===== config.mk =====
export PLATFORM = sky130hd
export DESIGN_NAME = l2_line_coh_ctrl
export DESIGN_NICKNAME = d
export VERILOG_FILES = /design/src/rtl/l2ln_pkg.sv /design/src/rtl/l2ln_ev_group.sv /design/src/rtl/l2ln_next.sv /design/src/rtl/l2_line_coh_ctrl.sv
export SDC_FILE = /design/constraint.sdc
export NUM_CORES = 1
export LEC_CHECK = 0
export ABC_AREA = 1
export BUFFER_PORTS_ARGS = -buffer_cell sky130_fd_sc_hd__clkbuf_2
export CAP_MARGIN = 20
export CORE_ASPECT_RATIO = 1.5
export CORE_MARGIN = 5
export CORE_UTILIZATION = 52
export CTS_CLUSTER_SIZE = 24
export DETAILED_ROUTE_END_ITERATION = 12
export PLACE_DENSITY = 0.79
export SLEW_MARGIN = 20
export SYNTH_ARGS = -nofsm -noshare
export SYNTH_HDL_FRONTEND = slang
export SYNTH_SLANG_ARGS = --single-unit

===== constraint.sdc =====
create_clock -name clk -period 1.56 [get_ports clk]
set_input_delay 0.156 -clock clk [delete_from_list [all_inputs] [get_ports clk]]
set_output_delay 0.156 -clock clk [all_outputs]
set_load 0.02 [all_outputs]

===== src/rtl/l2ln_pkg.sv =====
package l2ln_pkg;
  localparam int ST_W  = 5;
  localparam int EV_W  = 4;
  localparam int ACT_W = 10;

  typedef enum logic [ST_W-1:0] {
    ST_IDLE    = 5'd0,
    ST_SHR     = 5'd1,
    ST_MOD     = 5'd2,
    ST_OWN     = 5'd3,
    ST_FX      = 5'd4,
    ST_FS      = 5'd5,
    ST_FM      = 5'd6,
    ST_SHR_BLK = 5'd7,
    ST_MOD_BLK = 5'd8,
    ST_OWN_BLK = 5'd9,
    ST_RD_W2   = 5'd10,
    ST_RD_WDAT = 5'd11,
    ST_RD_WUNB = 5'd12,
    ST_EV_MEM  = 5'd13,
    ST_EV_CLN  = 5'd14,
    ST_EV_DRT  = 5'd15,
    ST_EV_OWN  = 5'd16,
    ST_EV_OCL  = 5'd17
  } line_st_e;

  localparam logic [EV_W-1:0] EV_RD      = 4'd0;
  localparam logic [EV_W-1:0] EV_IFETCH  = 4'd1;
  localparam logic [EV_W-1:0] EV_WR      = 4'd2;
  localparam logic [EV_W-1:0] EV_PUT     = 4'd3;
  localparam logic [EV_W-1:0] EV_EVICT_D = 4'd4;
  localparam logic [EV_W-1:0] EV_EVICT_C = 4'd5;
  localparam logic [EV_W-1:0] EV_MDATA   = 4'd6;
  localparam logic [EV_W-1:0] EV_MACK    = 4'd7;
  localparam logic [EV_W-1:0] EV_L1DATA  = 4'd8;
  localparam logic [EV_W-1:0] EV_ACK     = 4'd9;
  localparam logic [EV_W-1:0] EV_ACKLAST = 4'd10;
  localparam logic [EV_W-1:0] EV_UNB     = 4'd11;
  localparam logic [EV_W-1:0] EV_XUNB    = 4'd12;
  localparam logic [EV_W-1:0] EV_DINV    = 4'd13;
  localparam int              EV_COUNT   = 14;

  localparam int A_DATA  = 0;
  localparam int A_EXCL  = 1;
  localparam int A_FWD   = 2;
  localparam int A_INV   = 3;
  localparam int A_FETCH = 4;
  localparam int A_WB    = 5;
  localparam int A_ACK   = 6;
  localparam int A_STALL = 7;
  localparam int A_POP   = 8;
  localparam int A_WAKE  = 9;

  localparam logic [ACT_W-1:0] M_DATA  = ACT_W'(1) << A_DATA;
  localparam logic [ACT_W-1:0] M_EXCL  = ACT_W'(1) << A_EXCL;
  localparam logic [ACT_W-1:0] M_FWD   = ACT_W'(1) << A_FWD;
  localparam logic [ACT_W-1:0] M_INV   = ACT_W'(1) << A_INV;
  localparam logic [ACT_W-1:0] M_FETCH = ACT_W'(1) << A_FETCH;
  localparam logic [ACT_W-1:0] M_WB    = ACT_W'(1) << A_WB;
  localparam logic [ACT_W-1:0] M_ACK   = ACT_W'(1) << A_ACK;
  localparam logic [ACT_W-1:0] M_STALL = ACT_W'(1) << A_STALL;
  localparam logic [ACT_W-1:0] M_POP   = ACT_W'(1) << A_POP;
  localparam logic [ACT_W-1:0] M_WAKE  = ACT_W'(1) << A_WAKE;
endpackage


===== src/rtl/l2ln_ev_group.sv =====
module l2ln_ev_group
  import l2ln_pkg::*;
(
  input  logic [EV_W-1:0] ev,
  output logic            is_req,
  output logic            is_rd,
  output logic            known
);
  always_comb begin
    is_rd  = (ev == EV_RD) || (ev == EV_IFETCH);
    is_req = (ev <= EV_EVICT_C);
    known  = (int'(ev) < EV_COUNT);
  end
endmodule


===== src/rtl/l2ln_next.sv =====
module l2ln_next
  import l2ln_pkg::*;
(
  input  line_st_e         cur,
  input  logic [EV_W-1:0]  ev,
  input  logic             is_req,
  input  logic             is_rd,
  input  logic             known,
  output line_st_e         nxt,
  output logic [ACT_W-1:0] act,
  output logic             bad
);
  logic is_dinv;
  assign is_dinv = (ev == EV_DINV);

  always_comb begin
    nxt = cur;
    act = '0;
    bad = 1'b0;
    if (!known) begin
      bad = 1'b1;
    end else begin
      case (cur)
        ST_IDLE: begin
          if (ev == EV_RD)          begin nxt = ST_FX; act = M_FETCH | M_POP; end
          else if (ev == EV_IFETCH) begin nxt = ST_FS; act = M_FETCH | M_POP; end
          else if (ev == EV_WR)     begin nxt = ST_FM; act = M_FETCH | M_POP; end
          else if (is_dinv)         act = M_POP;
          else                      bad = 1'b1;
        end
        ST_FX: begin
          if (is_rd)                    begin nxt = ST_FS; act = M_POP; end
          else if (ev == EV_MDATA)      begin nxt = ST_OWN_BLK; act = M_EXCL | M_POP; end
          else if (is_req || is_dinv)   act = M_STALL;
          else                          bad = 1'b1;
        end
        ST_FS: begin
          if (is_rd)                    act = M_POP;
          else if (ev == EV_MDATA)      begin nxt = ST_SHR; act = M_DATA | M_POP | M_WAKE; end
          else if (is_req || is_dinv)   act = M_STALL;
          else                          bad = 1'b1;
        end
        ST_FM: begin
          if (ev == EV_MDATA)           begin nxt = ST_OWN_BLK; act = M_DATA | M_POP; end
          else if (is_req || is_dinv)   act = M_STALL;
          else                          bad = 1'b1;
        end
        ST_SHR_BLK, ST_MOD_BLK, ST_OWN_BLK: begin
          if (ev == EV_XUNB)            begin nxt = ST_OWN; act = M_POP | M_WAKE; end
          else if (is_req || is_dinv)   act = M_STALL;
          else                          bad = 1'b1;
        end
        ST_SHR: begin
          if (is_rd)                    act = M_DATA | M_POP;
          else if (ev == EV_WR)         begin nxt = ST_SHR_BLK; act = M_EXCL | M_INV | M_POP; end
          else if (ev == EV_EVICT_D)    begin nxt = ST_EV_DRT; act = M_INV; end
          else if (ev == EV_EVICT_C)    begin nxt = ST_EV_CLN; act = M_INV; end
          else                          bad = 1'b1;
        end
        ST_MOD: begin
          if (ev == EV_RD)              begin nxt = ST_OWN_BLK; act = M_EXCL | M_POP; end
          else if (ev == EV_IFETCH)     begin nxt = ST_SHR; act = M_DATA | M_POP; end
          else if (ev == EV_WR)         begin nxt = ST_MOD_BLK; act = M_EXCL | M_POP; end
          else if (ev == EV_EVICT_D)    begin nxt = ST_EV_MEM; act = M_WB; end
          else if (ev == EV_EVICT_C)    begin nxt = ST_EV_MEM; act = M_ACK; end
          else                          bad = 1'b1;
        end
        ST_OWN: begin
          if (is_rd)                    begin nxt = ST_RD_W2; act = M_FWD | M_POP; end
          else if (ev == EV_WR)         begin nxt = ST_OWN_BLK; act = M_FWD | M_POP; end
          else if (ev == EV_PUT)        begin nxt = ST_MOD; act = M_ACK | M_POP; end
          else if (ev == EV_EVICT_D)    begin nxt = ST_EV_OWN; act = M_INV; end
          else if (ev == EV_EVICT_C)    begin nxt = ST_EV_OCL; act = M_INV; end
          else                          bad = 1'b1;
        end
        ST_RD_W2: begin
          if (ev == EV_UNB)             begin nxt = ST_RD_WDAT; act = M_POP; end
          else if (ev == EV_L1DATA)     begin nxt = ST_RD_WUNB; act = M_POP; end
          else if (is_req || is_dinv)   act = M_STALL;
          else                          bad = 1'b1;
        end
        ST_RD_WDAT: begin
          if (ev == EV_L1DATA)          begin nxt = ST_SHR; act = M_POP | M_WAKE; end
          else if (is_req || is_dinv)   act = M_STALL;
          else                          bad = 1'b1;
        end
        ST_RD_WUNB: begin
          if (ev == EV_UNB)             begin nxt = ST_SHR; act = M_POP | M_WAKE; end
          else if (is_req || is_dinv)   act = M_STALL;
          else                          bad = 1'b1;
        end
        ST_EV_MEM, ST_EV_CLN, ST_EV_DRT, ST_EV_OWN, ST_EV_OCL: begin
          if (is_req)                   act = M_STALL;
          else if (is_dinv)             act = M_POP;
          else if (ev == EV_ACK && cur != ST_EV_MEM) act = M_POP;
          else if (cur == ST_EV_MEM && ev == EV_MACK) begin
            nxt = ST_IDLE; act = M_POP | M_WAKE;
          end else if (cur == ST_EV_CLN && ev == EV_ACKLAST) begin
            nxt = ST_EV_MEM; act = M_ACK | M_POP;
          end else if (cur == ST_EV_OCL && ev == EV_ACKLAST) begin
            nxt = ST_EV_MEM; act = M_ACK | M_POP;
          end else if ((cur == ST_EV_DRT || cur == ST_EV_OWN) &&
                       (ev == EV_ACKLAST || ev == EV_L1DATA)) begin
            nxt = ST_EV_MEM; act = M_WB | M_POP;
          end else if (cur == ST_EV_OCL && ev == EV_L1DATA) begin
            nxt = ST_EV_MEM; act = M_WB | M_POP;
          end else                      bad = 1'b1;
        end
        default: bad = 1'b1;
      endcase
    end
  end
endmodule


===== src/rtl/l2_line_coh_ctrl.sv =====
module l2_line_coh_ctrl
  import l2ln_pkg::*;
(
  input  logic             clk,
  input  logic             rst_n,
  input  logic             ev_valid,
  output logic             ev_ready,
  input  logic [EV_W-1:0]  ev_code,
  output logic             act_valid,
  output logic [ACT_W-1:0] act_strb,
  output logic [ST_W-1:0]  line_state,
  output logic             proto_err
);
  line_st_e         st_q, st_d;
  logic [ACT_W-1:0] act_d, act_q;
  logic             av_q, err_q, rdy_q, bad, is_req, is_rd, known, acc;

  assign acc = ev_valid && rdy_q;

  l2ln_ev_group u_grp (
    .ev(ev_code), .is_req(is_req), .is_rd(is_rd), .known(known)
  );

  l2ln_next u_nxt (
    .cur(st_q), .ev(ev_code), .is_req(is_req), .is_rd(is_rd), .known(known),
    .nxt(st_d), .act(act_d), .bad(bad)
  );

  always_ff @(posedge clk or negedge rst_n) begin
    if (!rst_n) begin
      st_q  <= ST_IDLE;
      act_q <= '0;
      av_q  <= 1'b0;
      err_q <= 1'b0;
      rdy_q <= 1'b0;
    end else begin
      rdy_q <= 1'b1;
      av_q  <= acc;
      act_q <= acc ? act_d : '0;
      if (acc) st_q <= st_d;
      if (acc && bad) err_q <= 1'b1;
    end
  end

  assign ev_ready   = rdy_q;
  assign act_valid  = av_q;
  assign act_strb   = act_q;
  assign line_state = st_q;
  assign proto_err  = err_q;

  AST_ACT_FOLLOWS_EVT: assert property (@(posedge clk) disable iff (!rst_n)
    (ev_valid && ev_ready) |=> act_valid);
  AST_IDLE_HOLDS: assert property (@(posedge clk) disable iff (!rst_n)
    !(ev_valid && ev_ready) |=> (!act_valid && act_strb == '0 && $stable(line_state)));
  AST_ERR_STICKY: assert property (@(posedge clk) disable iff (!rst_n)
    proto_err |=> proto_err);
  AST_BAD_FREEZES: assert property (@(posedge clk) disable iff (!rst_n)
    (ev_valid && ev_ready && bad) |=> ($stable(line_state) && act_strb == '0 && proto_err));
  AST_STALL_NO_MOVE: assert property (@(posedge clk) disable iff (!rst_n)
    (act_valid && act_strb[A_STALL]) |-> ($stable(line_state) && $countones(act_strb) == 1));
  AST_FETCH_FROM_IDLE: assert property (@(posedge clk) disable iff (!rst_n)
    (act_valid && act_strb[A_FETCH]) |-> ($past(line_state) == ST_IDLE));
  AST_WAKE_STABLE: assert property (@(posedge clk) disable iff (!rst_n)
    (act_valid && act_strb[A_WAKE]) |-> (line_state == ST_IDLE || line_state == ST_SHR ||
                                         line_state == ST_OWN));
  AST_ONE_REPLY: assert property (@(posedge clk) disable iff (!rst_n)
    act_valid |-> $onehot0(act_strb[A_FWD:A_DATA]));
endmodule


==> impl_metrics.ini, run 1 <==
[sta]
rsz0062_at_grt = yes
fmaxAchievable_mhz = 448
fin_ws_ns = -0.672
min_period_ns = 2.23
slew_viol_final = 0
max_slew_margin_pct = 58.5
post-route-period-util_pct = 143
setup_violations = 16
worst_pin_slew_ns = 0.621
clock_skew_ns = 0.0230
hold_viol = 0

[routing]
via_count = 3262
route.detailed.drc = 0
antenna_left = 0
via_per_inst = 7.14
drt-pass1-iter-count = 8
wl_per_cell_um = 27.4
drt-initial-drc-count = 726
routed_wl_mm = 12.5

[setup_path]
crit_top_cell = nand2_1
crit_path_start_kind = register
rr_endpoint = line_state[1]$_DFFE_PN0P_
crit_required_ns = 1.78
cp-end-kind = register
crit_fanout = 6
path_delay_family = simple AND/OR/NAND/NOR gates
crit_type = reg -> reg
path_cells = nand2_1 > inv_2 > nand3_4 > nand3_2 > nor2_4 > buf_4 > buf_4 > nand4_1 > nand2_1 > nand3_1 > nand2_1
crit_slowest_cell = dfrtp_2
cpPeakStageDelay_ns = 0.51
worst-path-buf-inv = 3
rr_worst_depth = 11
rrSetupSlack_ns = -0.67
cp-startpoint = line_state[3]$_DFFE_PN0P_
cp.arrival_ns = 2.46
r2r_start = line_state[3]$_DFFE_PN0P_

[layout]
nets = 425
drive_gt1_share_pct = 52.3
design_area_um2 = 3050
fill_cells = 66
stdcell_count = 457
area_growth_syn_to_layout_pct = 77.1
insertedDiodeCount = 0

[synthesis]
synth_common_cells = nand2_1, nor2_1, inv_1
ys_seq_area_share_pct = 26.2
syn-num-nets = 305
netlist_area_um2 = 1720
synth_top_flop_cell = dfrtp_1
synth.largest_area_cell = dfrtp_1
syn_avg_cell_area_um2 = 5.77
synth.top_cell.area_share_pct = 26.2
synth_edf_count = 0
synth_most_common_cell = nand2_1
ys_types = 28
yosys_register_bits = 18
synth_area_leaders = dfrtp_1, nand2_1, nor2_1, nand3_1, inv_1
synth_warnings = 0
syn_inst = 298
async_reset_ff_share_pct = 100

[die]
rows = 25
start_util_pct = 54.5
num_io_pins = 25
die_width_um = 57.0
die_h_um = 80.4
core_um2 = 3160
die_area_um2 = 4580

[pwr]
peakVddDrop_v = 0.00123
p_leak_nw = 1.66
power_mw = 5.80
power_density_nw_per_um2 = 1900

[placed_design]
dp.cells = 429
io_buffers = 24
gp_congestion = 1.07
dp_hpwl_mm = 5.51
placed_cell_area_um2 = 2470

[clock_network]
clockBufferDepth = 2
clk_pin_slew_worst_paths_ns = 0.10
clock_sinks = 18
cts_buffers = 3
clk-insertion-delay-late_ns = 0.28
cts_tree = built
cts_root_buf = clkbuf_8
cts-htree-levels = 1

[worst_hold_path]
worstHoldEndpoint = act_strb[3]$_DFF_PN0_
min_from = ev_valid
min_path_type = in -> reg
hold_path_depth = 3

[grt]
grt_usage_pct = 38.3
grt_max_degree = 19
overflow = 0
antenna_found_initial = 0
grt_pass1_vias = 2692
grt_pass1_wl_mm = 13.2

[status]
violations = setup timing
outcome = finished, violations left

[flow_run]
drv_cap = 0
[worst min-delay path: stages]
cell	delay, ns
clkbuf_2	0.10
nand2_1	0.24
nor2_1	0.10
[layout by cell type, fill, tap and decap left out, types with 2 or more instances in the layout]
cell type | synthesis | final
inv_1 | 40 | 32
nor2_4 | 5 | 18
nor2_2 | 7 | 12
nor3_1 | 4 | 3
dfrtp_1 | 18 | 13
clkbuf_2 | 0 | 24
nand4_1 | 5 | 5
o21ai_0 | 13 | 9
inv_4 | 0 | 2
o21ai_1 | 0 | 3
inv_2 | 5 | 11
nor2_1 | 51 | 33
buf_6 | 1 | 4
a21oi_1 | 6 | 4
buf_12 | 0 | 4
buf_4 | 0 | 84
nand3_4 | 0 | 5
nand2_1 | 86 | 70
nand2_2 | 9 | 20
nand3_2 | 2 | 11
a21oi_2 | 0 | 2
nand2_4 | 0 | 5
nand3_1 | 32 | 18
dfrtp_2 | 0 | 5
clkbuf_8 | 0 | 4
[repair_timing]
action / 4_1_cts / 5_1_grt
pin swaps: 17 / 29
buffers inserted: 10 / 13
hold buffers: 1 / 0
hold endpoints to repair: 18 / 0
endpoints found under the setup margin: 14 / 15
resized for setup: 35 / 58
[registers in the layout, indices dropped and copies added (netlist names)]
| register | count |
|---|---|
| act_strb | 10 |
| line_state | 5 |
| act_valid | 1 |
| ev_ready | 1 |
| proto_err | 1 |
[power by group]
part / leakage (nW) / internal [mW] / total (mW) / switching, mW
Sequential: 0.230 / 0.544 / 0.739 / 0.195
Combinational: 1.40 / 1.76 / 4.63 / 2.87
Clock: 0.0288 / 0.226 / 0.430 / 0.204
[stage by stage]
stage                     setup TNS, ns  worst slack [ns]  utilization, %  hold WS [ns]
after floorplan                  -0.737            -0.115               -        -0.140
after global placement            -2.40            -0.320            78.2         0.107
after detailed placement          -2.72            -0.334            78.2         0.111
after CTS                         -1.78            -0.217            87.4         0.238
after global routing              -8.22            -0.782            96.4         0.356
final                             -7.23            -0.672            96.4         0.345
[per-layer routing]
metal  vias to the layer above  track usage, %  share of wire [%]
met2                       476            66.4                 42
met3                       239            7.72                 16
met1                      1364            40.8                 28
met5                         -               0                  0
li1                       1183               -                  -
met4                         0            26.9                 15
[layout make-up]
type	instances	area (um2)	area share, %
Multi-Input combinational cell	232	1420	46.5
Tap cell	40	50.0	1.64
Inverter	46	183	6.00
Clock buffer	4	55.1	1.81
Timing Repair Buffer	117	886	29.1
Sequential cell	18	457	15.0
[worst max-delay path by stage]
stage / end / slack, ns / cells after the start
floorplan: line_state[1]$_DFFE_PN0P_ / -0.11 / 13
global placement: act_strb[0]$_DFF_PN0_ / -0.32 / 8
detailed placement: act_strb[0]$_DFF_PN0_ / -0.33 / 8
CTS: line_state[1]$_DFFE_PN0P_ / -0.22 / 10
global route: line_state[1]$_DFFE_PN0P_ / -0.78 / 11
finish: line_state[1]$_DFFE_PN0P_ / -0.67 / 11
[logic make-up (layout without fill, tap and decap cells)]
logic type,count (synthesis),in the layout,synth area share [%]
buffers and inverters,48,167,11.0
other,1,1,0.218
flip-flops,18,18,26.2
AO/OA/AOI/OAI,27,27,9.02
AND/OR/NAND/NOR,204,204,53.6
No activity file was read; power rests on OpenSTA's default activity.
==> inputs of run 2 (changes only) <==
--- a/config.mk
+++ b/config.mk
@@ -8,12 +8,15 @@
 export ABC_AREA = 1
 export BUFFER_PORTS_ARGS = -buffer_cell sky130_fd_sc_hd__clkbuf_2
 export CAP_MARGIN = 20
+export CELL_PAD_IN_SITES_DETAIL_PLACEMENT = 0
+export CELL_PAD_IN_SITES_GLOBAL_PLACEMENT = 1
 export CORE_ASPECT_RATIO = 1.5
 export CORE_MARGIN = 5
-export CORE_UTILIZATION = 52
+export CORE_UTILIZATION = 35
+export CTS_CLUSTER_DIAMETER = 150
 export CTS_CLUSTER_SIZE = 24
 export DETAILED_ROUTE_END_ITERATION = 12
-export PLACE_DENSITY = 0.79
+export PLACE_DENSITY = 0.78
 export SLEW_MARGIN = 20
 export SYNTH_ARGS = -nofsm -noshare
 export SYNTH_HDL_FRONTEND = slang
==> run 2 against run 1 <==
The flow still finishes with violations (setup timing). Worst setup slack better by 0.40 ns. Total power decreased by 27%. Core utilization fell by 39 points. First-iteration DRC count shrank 75%. Clock power fell by 12%. Global-route usage down 17 points. Clock skew is 0.021 ns lower. Largest cell class unchanged.
==> impl_metrics.ini, run 2 (synthesis gave the netlist of run 1 again) <==
[die]
die_area_um2 = 6450
die_width_um = 67.2
num_io_pins = 25
core_um2 = 4810
start_util_pct = 35.8
rows = 31
die_h_um = 95.9

[sta]
slew_viol_final = 0
setup_violations = 11
hold_viol = 0
fin_ws_ns = -0.269
clock_skew_ns = 0.00172
rsz0062_at_grt = yes
post-route-period-util_pct = 117
fmaxAchievable_mhz = 547
min_period_ns = 1.83

[clock_network]
clockBufferDepth = 2
clk-insertion-delay-late_ns = 0.26
cts_tree = built
cts-htree-levels = 1
clock_sinks = 18
clk_pin_slew_worst_paths_ns = 0.07
cts_buffers = 3
cts_root_buf = clkbuf_8

[status]
violations = setup timing
outcome = finished, violations left

[setup_path]
cpPeakStageDelay_ns = 0.51
crit_slowest_cell = dfrtp_2
cp.depth = 11
r2r_start = line_state[0]$_DFFE_PN0P_
cp.arrival_ns = 1.98
path_cells = inv_6 > nor2_4 > nand3_2 > nand2_2 > nor2_1 > nand3_1 > nor2_2 > nor2_4 > nand2_4 > nand2_1 > nand2_1
path_delay_family = simple AND/OR/NAND/NOR gates
crit_required_ns = 1.71
crit_fanout = 7
rrSetupSlack_ns = -0.27
cp-end-kind = register
crit_type = reg -> reg
crit_path_start_kind = register
rr_endpoint = line_state[0]$_DFFE_PN0P_
worst-path-buf-inv = 1
rr_worst_depth = 11

[worst_hold_path]
worstHoldEndpoint = act_strb[3]$_DFF_PN0_
min_from = ev_valid
min_path_type = in -> reg
hold_path_depth = 4

[grt]
antenna_found_initial = 0
use_met3_pct = 2.80
grtUsageMet1_pct = 24.9
gr-usage-met2_pct = 38.1
grt-busiest-layer = met2
grt_max_degree = 19
grt_usage_pct = 21.7
grt_pass1_vias = 2186
grt_pass1_wl_mm = 10.5
overflow = 0

[placed_design]
dp_hpwl_mm = 5.61
placed_cell_area_um2 = 2480
pre_cts_slack_ns = -0.292
io_buffers = 24
gp_congestion = 0.922
dp.cells = 453

[layout]
nets = 408
final_common_cell = nand2_1
drive_gt1_share_pct = 41.8
stdcell_count = 466
design_area_um2 = 2750
mostFrequentLayoutCells = nand2_1, buf_4, nor2_1
largest_reg_flops = 10
fin_util_pct = 57.2
area_growth_syn_to_layout_pct = 59.8
insertedDiodeCount = 0

[routing]
via_count = 2255
wl_per_cell_um = 14.6
via_per_inst = 4.84
drt-initial-drc-count = 180
route.detailed.drc = 0
drt-pass1-iter-count = 4
routed_wl_mm = 6.80
antenna_left = 0

[pwr]
power_mw = 4.25
power_density_nw_per_um2 = 1550
peakVddDrop_v = 0.000558
p_leak_nw = 1.54

[flow_run]
drv_cap = 0
run 2: cell count changes in the layout (fill, tap and decap cells not counted), moves of 6 or more:
| cell | previous run | this run |
|---|---|---|
| nor2_4 | 18 | 12 |
| nand3_1 | 18 | 25 |
| nand2_1 | 70 | 83 |
| buf_4 | 84 | 71 |
| nand2_2 | 20 | 10 |
| nor2_1 | 33 | 42 |
run 2: through the flow:
stage	setup TNS (ns)	hold WS, ns
CTS	-1.67	0.245
finish	-2.07	0.250
floorplan	-0.737	-0.140
global placement	-2.25	0.108
global route	-3.62	0.259
detailed placement	-2.05	0.112
run 2: worst min-delay path, delay by kind of cell:
| kind | cells | cell delay (ns) |
|---|---|---|
| buffers and inverters | 2 | 0.20 |
| and+or+nand+nor | 2 | 0.11 |
run 2: worst max-delay path by stage:
| stage | from | endpoint |
|---|---|---|
| after floorplan | line_state[0]$_DFFE_PN0P_ | line_state[1]$_DFFE_PN0P_ |
| after global placement | line_state[1]$_DFFE_PN0P_ | line_state[0]$_DFFE_PN0P_ |
| after detailed placement | line_state[1]$_DFFE_PN0P_ | line_state[0]$_DFFE_PN0P_ |
| after CTS | line_state[1]$_DFFE_PN0P_ | line_state[1]$_DFFE_PN0P_ |
| after global routing | line_state[1]$_DFFE_PN0P_ | line_state[2]$_DFFE_PN0P_ |
| final | line_state[0]$_DFFE_PN0P_ | line_state[0]$_DFFE_PN0P_ |
run 2: timing repair:
item	in CTS	in global routing
setup buffers	5	3
pin swaps	9	7
hold buffers	1	0
setup endpoints to repair	14	16
resized for setup	21	21
hold endpoints to repair	18	0
run 2: power breakdown:
part / internal, mW / switching (mW)
Sequential: 0.545 / 0.151
Clock: 0.224 / 0.153
Combinational: 1.30 / 1.88
Total: 2.07 / 2.19
run 2: routing by layer:
metal  vias to the layer above  share of wire, %
met3                        25               3.3
met2                        64                53
li1                       1141                 -
met5                         -                 0
met1                      1025                38
met4                         0               5.7
run 2: layout make-up:
cell class / instances / area (um2)
timing repair buffer: 100 / 717
inverter: 46 / 178
fill: 535 / 2060
sequential: 18 / 457
clock buffer: 4 / 55.1
tap: 66 / 82.6
multi-input combinational: 232 / 1260
